**src/rtl/romfn_pkg.sv**
```systemverilog
// Package: command codes and sequencer state type shared by the addressing
// controller and its submodules. Assumes 8-bit command bytes.
package romfn_pkg;

    localparam int CMD_W = 8;

    // Command byte values (received least significant bit first)
    localparam logic [CMD_W-1:0] OP_READ     = 8'h33;
    localparam logic [CMD_W-1:0] OP_MATCH    = 8'h55;
    localparam logic [CMD_W-1:0] OP_SEARCH   = 8'hF0;
    localparam logic [CMD_W-1:0] OP_SKIP     = 8'hCC;
    localparam logic [CMD_W-1:0] OP_OD_SKIP  = 8'h3C;
    localparam logic [CMD_W-1:0] OP_OD_MATCH = 8'h69;

    typedef enum logic [2:0] {
        ST_CMD    = 3'd0,   // collecting command byte
        ST_READ   = 3'd1,   // emitting identity
        ST_MATCH  = 3'd2,   // comparing identity
        ST_S_TRUE = 3'd3,   // search: send identity bit
        ST_S_CMP  = 3'd4,   // search: send its complement
        ST_S_DIR  = 3'd5,   // search: read master's chosen bit
        ST_SEL    = 3'd6,   // addressed, memory layer enabled
        ST_LOCK   = 3'd7    // dropped out until next bus reset
    } seq_state_e;

endpackage

```
**src/rtl/romfn_cmd_rx.sv**
```systemverilog
// Module: command byte deserializer.
// Shifts slot bits in least significant bit first while 'listen' is high and
// raises a one-cycle 'cmd_valid' in the cycle after the last bit, with the
// byte held on 'cmd_byte'. Assumes slot_valid is a one-cycle strobe.
module romfn_cmd_rx #(
    parameter int CMD_W = romfn_pkg::CMD_W
) (
    input  logic             clk,
    input  logic             rst_n,
    input  logic             clear,
    input  logic             listen,
    input  logic             slot_valid,
    input  logic             slot_bit,
    output logic             cmd_valid,
    output logic [CMD_W-1:0] cmd_byte
);
    localparam int              CNT_W = (CMD_W > 1) ? $clog2(CMD_W) : 1;
    localparam logic [CNT_W-1:0] CNT_LAST = CNT_W'(CMD_W - 1);

    logic [CMD_W-1:0] shreg;
    logic [CNT_W-1:0] cnt;

    // Shift in one bit per accepted slot; flag the completed byte.
    always_ff @(posedge clk) begin
        if (!rst_n) begin
            shreg     <= '0;
            cnt       <= '0;
            cmd_valid <= 1'b0;
        end else if (clear) begin
            shreg     <= '0;
            cnt       <= '0;
            cmd_valid <= 1'b0;
        end else begin
            cmd_valid <= 1'b0;
            if (listen && slot_valid) begin
                shreg <= {slot_bit, shreg[CMD_W-1:1]};
                if (cnt == CNT_LAST) begin
                    cnt       <= '0;
                    cmd_valid <= 1'b1;
                end else begin
                    cnt <= cnt + 1'b1;
                end
            end
        end
    end

    assign cmd_byte = shreg;

    // a completed byte is flagged for exactly one cycle
    a_r2_byte_pulse: assert property (@(posedge clk) disable iff (!rst_n)
        cmd_valid |=> !cmd_valid);

    // the completing edge consumed a slot while listening
    a_r2_byte_from_slot: assert property (@(posedge clk) disable iff (!rst_n)
        cmd_valid |-> $past(listen && slot_valid));

endmodule

```
**src/rtl/romfn_bit_idx.sv**
```systemverilog
// Module: identity bit index counter.
// Counts 0..N-1 on 'inc', wraps after the last position, 'clr' has priority.
// 'last' flags the final identity bit. Shared by read, match and search.
module romfn_bit_idx #(
    parameter int N = 64
) (
    input  logic                 clk,
    input  logic                 rst_n,
    input  logic                 clr,
    input  logic                 inc,
    output logic [$clog2(N)-1:0] idx,
    output logic                 last
);
    localparam int              IW = $clog2(N);
    localparam logic [IW-1:0]   IDX_LAST = IW'(N - 1);

    // Advance or clear the bit position.
    always_ff @(posedge clk) begin
        if (!rst_n) begin
            idx <= '0;
        end else if (clr) begin
            idx <= '0;
        end else if (inc) begin
            idx <= last ? '0 : idx + 1'b1;
        end
    end

    // Final bit position decode.
    always_comb last = (idx == IDX_LAST);

endmodule

```
**src/rtl/romfn_seq_fsm.sv**
```systemverilog
// Module: addressing sequencer.
// Decodes the command byte and steps through read, match or search over the
// identity one slot at a time. It owns the overdrive flag and drives the
// transmit level. Assumes bus_reset and slot_valid are one-cycle strobes and
// that id_bit reflects the identity bit at the current index.
module romfn_seq_fsm
    import romfn_pkg::*;
#(
    parameter int CMD_W = romfn_pkg::CMD_W
) (
    input  logic             clk,
    input  logic             rst_n,
    input  logic             bus_reset,
    input  logic             bus_reset_long,
    input  logic             slot_valid,
    input  logic             slot_bit,
    input  logic             cmd_valid,
    input  logic [CMD_W-1:0] cmd_byte,
    input  logic             id_bit,
    input  logic             idx_last,
    output logic             idx_clr,
    output logic             idx_inc,
    output logic             listen,
    output logic             tx_bit,
    output logic             mem_enable,
    output logic             overdrive,
    output seq_state_e       state
);
    seq_state_e st, nxt;
    logic       od_set;
    logic       cmd_clr;

    // Next-state and counter control from the current state and slot.
    always_comb begin
        nxt     = st;
        idx_inc = 1'b0;
        cmd_clr = 1'b0;
        od_set  = 1'b0;
        unique case (st)
            ST_CMD: begin
                if (cmd_valid) begin
                    cmd_clr = 1'b1;
                    case (cmd_byte)
                        OP_READ:     nxt = ST_READ;
                        OP_MATCH:    nxt = ST_MATCH;
                        OP_SEARCH:   nxt = ST_S_TRUE;
                        OP_SKIP:     nxt = ST_SEL;
                        OP_OD_SKIP:  begin nxt = ST_SEL;   od_set = 1'b1; end
                        OP_OD_MATCH: begin nxt = ST_MATCH; od_set = 1'b1; end
                        default:     nxt = ST_LOCK;
                    endcase
                end
            end
            ST_READ: begin
                if (slot_valid) begin
                    if (idx_last) nxt = ST_SEL;
                    else          idx_inc = 1'b1;
                end
            end
            ST_MATCH: begin
                if (slot_valid) begin
                    if (slot_bit != id_bit) nxt = ST_LOCK;
                    else if (idx_last)      nxt = ST_SEL;
                    else                    idx_inc = 1'b1;
                end
            end
            ST_S_TRUE: if (slot_valid) nxt = ST_S_CMP;
            ST_S_CMP:  if (slot_valid) nxt = ST_S_DIR;
            ST_S_DIR: begin
                if (slot_valid) begin
                    if (slot_bit != id_bit) nxt = ST_LOCK;
                    else if (idx_last)      nxt = ST_SEL;
                    else begin
                        nxt     = ST_S_TRUE;
                        idx_inc = 1'b1;
                    end
                end
            end
            default: ;
        endcase
    end

    // State and overdrive registers; bus reset has priority.
    always_ff @(posedge clk) begin
        if (!rst_n) begin
            st        <= ST_CMD;
            overdrive <= 1'b0;
        end else if (bus_reset) begin
            st <= ST_CMD;
            if (bus_reset_long) overdrive <= 1'b0;
        end else begin
            st <= nxt;
            if (od_set) overdrive <= 1'b1;
        end
    end

    // Transmit level: identity bit, its complement, or released line.
    always_comb begin
        case (st)
            ST_READ, ST_S_TRUE: tx_bit = id_bit;
            ST_S_CMP:           tx_bit = ~id_bit;
            default:            tx_bit = 1'b1;
        endcase
    end

    // Output decodes from the state register.
    always_comb begin
        idx_clr    = bus_reset | cmd_clr;
        listen     = (st == ST_CMD);
        mem_enable = (st == ST_SEL);
        state      = st;
    end

    // a bus reset always lands in command wait with memory disabled
    a_r10_reset_returns: assert property (@(posedge clk) disable iff (!rst_n)
        bus_reset |=> (st == ST_CMD) && !mem_enable);

    // overdrive falls only on a standard-length bus reset
    a_r10_od_exit: assert property (@(posedge clk) disable iff (!rst_n)
        $fell(overdrive) |-> $past(bus_reset && bus_reset_long));

    // overdrive rises only on a decoded overdrive command byte
    a_r7_od_entry: assert property (@(posedge clk) disable iff (!rst_n)
        $rose(overdrive) |-> $past(cmd_valid) &&
            ($past(cmd_byte) == OP_OD_SKIP || $past(cmd_byte) == OP_OD_MATCH));

    // a dropped-out controller stays out until a bus reset
    a_r9_lock_holds: assert property (@(posedge clk) disable iff (!rst_n)
        (st == ST_LOCK && !bus_reset) |=> (st == ST_LOCK));

endmodule

```
**src/rtl/romfn_ctrl.sv**
```systemverilog
// Module: addressing controller top.
// Connects the command deserializer, the identity bit index and the sequencer,
// and selects the current identity bit. Assumes device_id is stable while the
// device is addressed, and that slots and bus resets arrive as one-cycle strobes.
module romfn_ctrl
    import romfn_pkg::*;
#(
    parameter int ID_W = 64
) (
    input  logic            clk,
    input  logic            rst_n,
    input  logic            slot_valid,
    input  logic            slot_bit,
    input  logic            bus_reset,
    input  logic            bus_reset_long,
    input  logic [ID_W-1:0] device_id,
    output logic            tx_bit,
    output logic            mem_enable,
    output logic            overdrive
);
    localparam int IW = $clog2(ID_W);

    logic             cmd_valid;
    logic [CMD_W-1:0] cmd_byte;
    logic             listen;
    logic             idx_clr;
    logic             idx_inc;
    logic [IW-1:0]    idx;
    logic             idx_last;
    logic             id_bit;
    seq_state_e       state;

    romfn_cmd_rx #(.CMD_W(CMD_W)) u_cmd_rx (
        .clk        (clk),
        .rst_n      (rst_n),
        .clear      (bus_reset),
        .listen     (listen),
        .slot_valid (slot_valid),
        .slot_bit   (slot_bit),
        .cmd_valid  (cmd_valid),
        .cmd_byte   (cmd_byte)
    );

    romfn_bit_idx #(.N(ID_W)) u_bit_idx (
        .clk   (clk),
        .rst_n (rst_n),
        .clr   (idx_clr),
        .inc   (idx_inc),
        .idx   (idx),
        .last  (idx_last)
    );

    // Current identity bit selected by the shared index.
    always_comb id_bit = device_id[idx];

    romfn_seq_fsm #(.CMD_W(CMD_W)) u_seq (
        .clk            (clk),
        .rst_n          (rst_n),
        .bus_reset      (bus_reset),
        .bus_reset_long (bus_reset_long),
        .slot_valid     (slot_valid),
        .slot_bit       (slot_bit),
        .cmd_valid      (cmd_valid),
        .cmd_byte       (cmd_byte),
        .id_bit         (id_bit),
        .idx_last       (idx_last),
        .idx_clr        (idx_clr),
        .idx_inc        (idx_inc),
        .listen         (listen),
        .tx_bit         (tx_bit),
        .mem_enable     (mem_enable),
        .overdrive      (overdrive),
        .state          (state)
    );

    // each read slot before the last moves to the next identity bit
    a_r3_idx_step: assert property (@(posedge clk) disable iff (!rst_n)
        (state == ST_READ && slot_valid && !bus_reset && !idx_last)
            |=> (idx == $past(idx) + 1'b1));

    // once addressed, the line is left released for the memory layer
    a_r1_tx_release: assert property (@(posedge clk) disable iff (!rst_n)
        mem_enable |-> tx_bit);

    // addressing is reached only via a decoded command or a finished slot
    a_r2_sel_entry: assert property (@(posedge clk) disable iff (!rst_n)
        $rose(mem_enable) |-> $past(cmd_valid) || $past(slot_valid));

endmodule

```
**config.mk**
```make
export PLATFORM = sky130hd
export DESIGN_NAME = romfn_ctrl
export DESIGN_NICKNAME = d
export VERILOG_FILES = /design/src/rtl/romfn_pkg.sv /design/src/rtl/romfn_cmd_rx.sv /design/src/rtl/romfn_bit_idx.sv /design/src/rtl/romfn_seq_fsm.sv /design/src/rtl/romfn_ctrl.sv
export SDC_FILE = /design/constraint.sdc
export NUM_CORES = 1
export LEC_CHECK = 0
export ABC_CLOCK_PERIOD_IN_PS = 3090
export BUFFER_PORTS_ARGS = -buffer_cell sky130_fd_sc_hd__buf_4
export CAP_MARGIN = 5
export CORE_ASPECT_RATIO = 1.1
export CORE_MARGIN = 5
export CORE_UTILIZATION = 35
export DETAILED_ROUTE_END_ITERATION = 10
export GPL_TIMING_DRIVEN = 0
export PLACE_DENSITY_LB_ADDON = 0.2
export SYNTH_ARGS = -nofsm -noshare
export SYNTH_HDL_FRONTEND = slang
export SYNTH_SLANG_ARGS = --single-unit
```
**constraint.sdc**
```tcl
create_clock -name clk -period 3.09 [get_ports clk]
set_input_delay 0.618 -clock clk [delete_from_list [all_inputs] [get_ports clk]]
set_output_delay 0.618 -clock clk [all_outputs]
set_load 0.01 [all_outputs]
```
==> metrics.yaml <==
clock_tree:
  hold_buffers: 0
  cts_tree: "built"
  clk_latency_ns: 0.27
  clock_path_buffers: 2
  numCtsBuffers: 3
  cts_max_level: 1
  cts_root_buffer: "clkbuf_8"
  clock-sinks: 22
  clk_pin_slew_ns: 0.08
placed_design:
  dp_hpwl_um: 4720
  io_buffer_count: 72
  placed_area_um2: 2720
  place.gp.congestion: 0.843
logic_synthesis:
  ys.flop_type: "dfxtp_1"
  syn_area_um2: 2080
  ys_warn_count: 0
  synth-seq-cells: 22
  synth.top_cell.area_share_pct: 21.2
  synthDistinctLibCells: 50
  avgSynthCellArea_um2: 8.06
  synth_top_cell_by_area: "dfxtp_1"
  syn_nets: 332
  synth.area.top_cells: "dfxtp_1 21%, mux4_1 8.8%, mux4_2 7.6%, nand2_1 7.0%, a21oi_1 5.3%"
  async_flop_share_pct: 0
  ys_seq_area_share_pct: 21.2
  synth-edff-count: 0
  synthCells: 258
finish:
  nets: 413
  post-route-util_pct: 50.5
  drive_gt1_share_pct: 36.4
  final_common_cell: "buf_4"
  finalInstanceArea_um2: 2910
  n_antenna_cell: 0
  most-common-layout-cells: "78 x buf_4, 39 x nand2_1, 21 x a21oi_1"
  area_delta_synth_final_pct: 40.1
floorplan:
  start_util_pct: 36.0
  rows: 29
  die_area_um2: 7580
  dieWidth_um: 83.5
  coreArea_um2: 5770
  ios: 73
  die_h_um: 90.8
global_route:
  use_met3_pct: 3.01
  grt-ovfl-total: 0
  grt_max_degree: 14
  grt_use_met1_pct: 20.6
  grt_pass1_vias: 2208
  use_met2_pct: 25.6
  grt_pass1_wl_um: 10000
  antenna_found_initial: 0
  busiest_layer: "met2"
  grt_usage_pct: 15.5
critical_path:
  cpLargestDelayFamily: "multiplexers"
  start_kind: "flip-flop"
  crit_cells: 9
  crit_type: "reg -> out"
  cpMaxStageDelayCell: "mux4_2"
  critPathArrivalTime_ns: 2.44
  slowest_delay_ns: 0.52
  crit_chain: "buf_8, mux4_2, mux4_2, nor2_4, nor2_2, a21oi_2, nand3b_1, o31a_1, buf_6"
  crit_top_cell: "mux4_2"
  crit_path_end_kind: "output port"
  cp.required_ns: 2.47
  ff2ff_path_depth: 10
  cp_max_fo: 8
  path_buf_inv: 2
route:
  ant_nets: 0
  via_per_inst: 5.31
  drt_pass1_iterations: 4
  wl_per_cell_um: 14.4
  vias: 2203
  drc: 0
  drt_iter0_drc: 107
  routed_wl_um: 5990
power:
  peakVddDrop_uv: 143
  power.density_nw_per_um2: 261
  power.leakage_nw: 1.08
timing:
  setup_viol: 0
  layout_worst_path_cycle_share_pct: 99.0
  final_max_slew_viol_count: 0
  holdWs_ns: 0.464
  period_minus_slack_ns: 3.06
  max_freq_mhz: 327
  final_hold_viol_count: 0
  fin_skew_ns: 0.00973
  tightest_slew_ns: 0.443
  rsz0062_at_grt: "true"
  relSlewSlack_pct: 70.2
  setup_tns_ns: 0
worst_hold_path:
  holdPathStages: 2
  hold_path_class: "reg -> reg"
flow_run:
  cap_violations: 0
run_status:
  status: "completed"
==> through the flow <==
stage          cells  power (W)  setup slack (ns)
2_1_floorplan    258   0.000392             0.304
3_3_place_gp     407   0.000479            -0.137
3_5_place_dp     407   0.000482            -0.147
4_1_cts          415   0.000761           -0.0169
5_1_grt          415   0.000800           -0.0935
6_report         415   0.000760            0.0296
==> layout make-up <==
type	instances	area, µm²
plain buffers	18	105
well taps	77	96.3
multi-input cells	213	1600
fillers	568	2860
clock buffers	3	41.3
repair buffers	78	589
inverters	3	11.3
clock inverters	1	30.0
flip-flops and latches	22	443
==> repair_timing <==
action	CTS	global route
setup endpoints to repair	6	6
setup buffers	5	1
pin swaps	5	4
resized for setup	18	15
==> worst register-to-register path, delay by kind of cell, from the launching register on <==
kind / cells / cell delay [ns]
AO/OA/AOI/OAI: 2 / 0.52
multiplexers: 3 / 1.25
AND/OR/NAND/NOR: 3 / 0.42
buffers and inverters: 2 / 0.27
flip-flops: 1 / 0.35
==> state kept, by name (all words and copies together), names as in the netlist <==
| signal | flops |
|---|---|
| u_cmd_rx.cmd_byte | 8 |
| u_bit_idx.idx | 6 |
| u_cmd_rx.cnt | 3 |
| u_seq.state | 3 |
| u_cmd_rx.cmd_valid | 1 |
| u_seq.overdrive | 1 |
==> layer usage <==
layer | vias to the layer above | part of all wire [%]
met1 | 1005 | 46
met5 | - | 0
met3 | 6 | 5.5
met2 | 71 | 48
met4 | 0 | 0.90
li1 | 1121 | -
==> path summary, 6_finish.rpt <==
path / endpoint / slack, ns / from
worst max register to register: u_bit_idx.idx[1] / 0.21 / u_bit_idx.idx[1]
worst min register to register: u_cmd_rx.cnt[1] / 0.46 / u_cmd_rx.cnt[1]
worst min-delay path: u_cmd_rx.cnt[1] / 0.46 / u_cmd_rx.cnt[1]
worst max-delay path: tx_bit / 0.03 / u_bit_idx.idx[1]
==> synth_stat cells (all sizes together) (2+ instances only) <==
master / count
nand2: 39
a21oi: 22
dfxtp: 22
nor2: 21
clkbuf: 14
mux4: 14
nor3: 11
nor2b: 10
nand2b: 9
nand3: 9
o21ai: 8
a211oi: 7
buf: 6
and3: 5
nor4bb: 5
ha: 4
mux2i: 4
nand3b: 4
a21boi: 3
inv: 3
nor4: 3
or4: 3
a22oi: 2
a31oi: 2
and2: 2
nand4: 2
o21ba: 2
o31a: 2
o41ai: 2
xnor2: 2
==> report_power, final <==
part           total, W  internal (W)  leakage (nW)  switching [W]
sequential     0.000292      0.000287         0.179     0.00000473
clock          0.000273      0.000173        0.0357       0.000100
combinational  0.000194      0.000109         0.870      0.0000851
total          0.000760      0.000570          1.08       0.000190
==> logic make-up (layout without fill, tap and decap cells) <==
kind of cell | count (synthesis) | count (layout) | share of synthesized area (%)
and+or+nand+nor | 129 | 129 | 32.6
adders and majority gates | 4 | 4 | 2.41
xor gates and xnor gates | 2 | 2 | 0.843
buffers and inverters | 23 | 103 | 4.81
DFF | 22 | 22 | 21.2
AOI/OAI and AO/OA | 59 | 59 | 19.3
muxes | 19 | 19 | 18.9
Power figures use the tool's default switching activity.
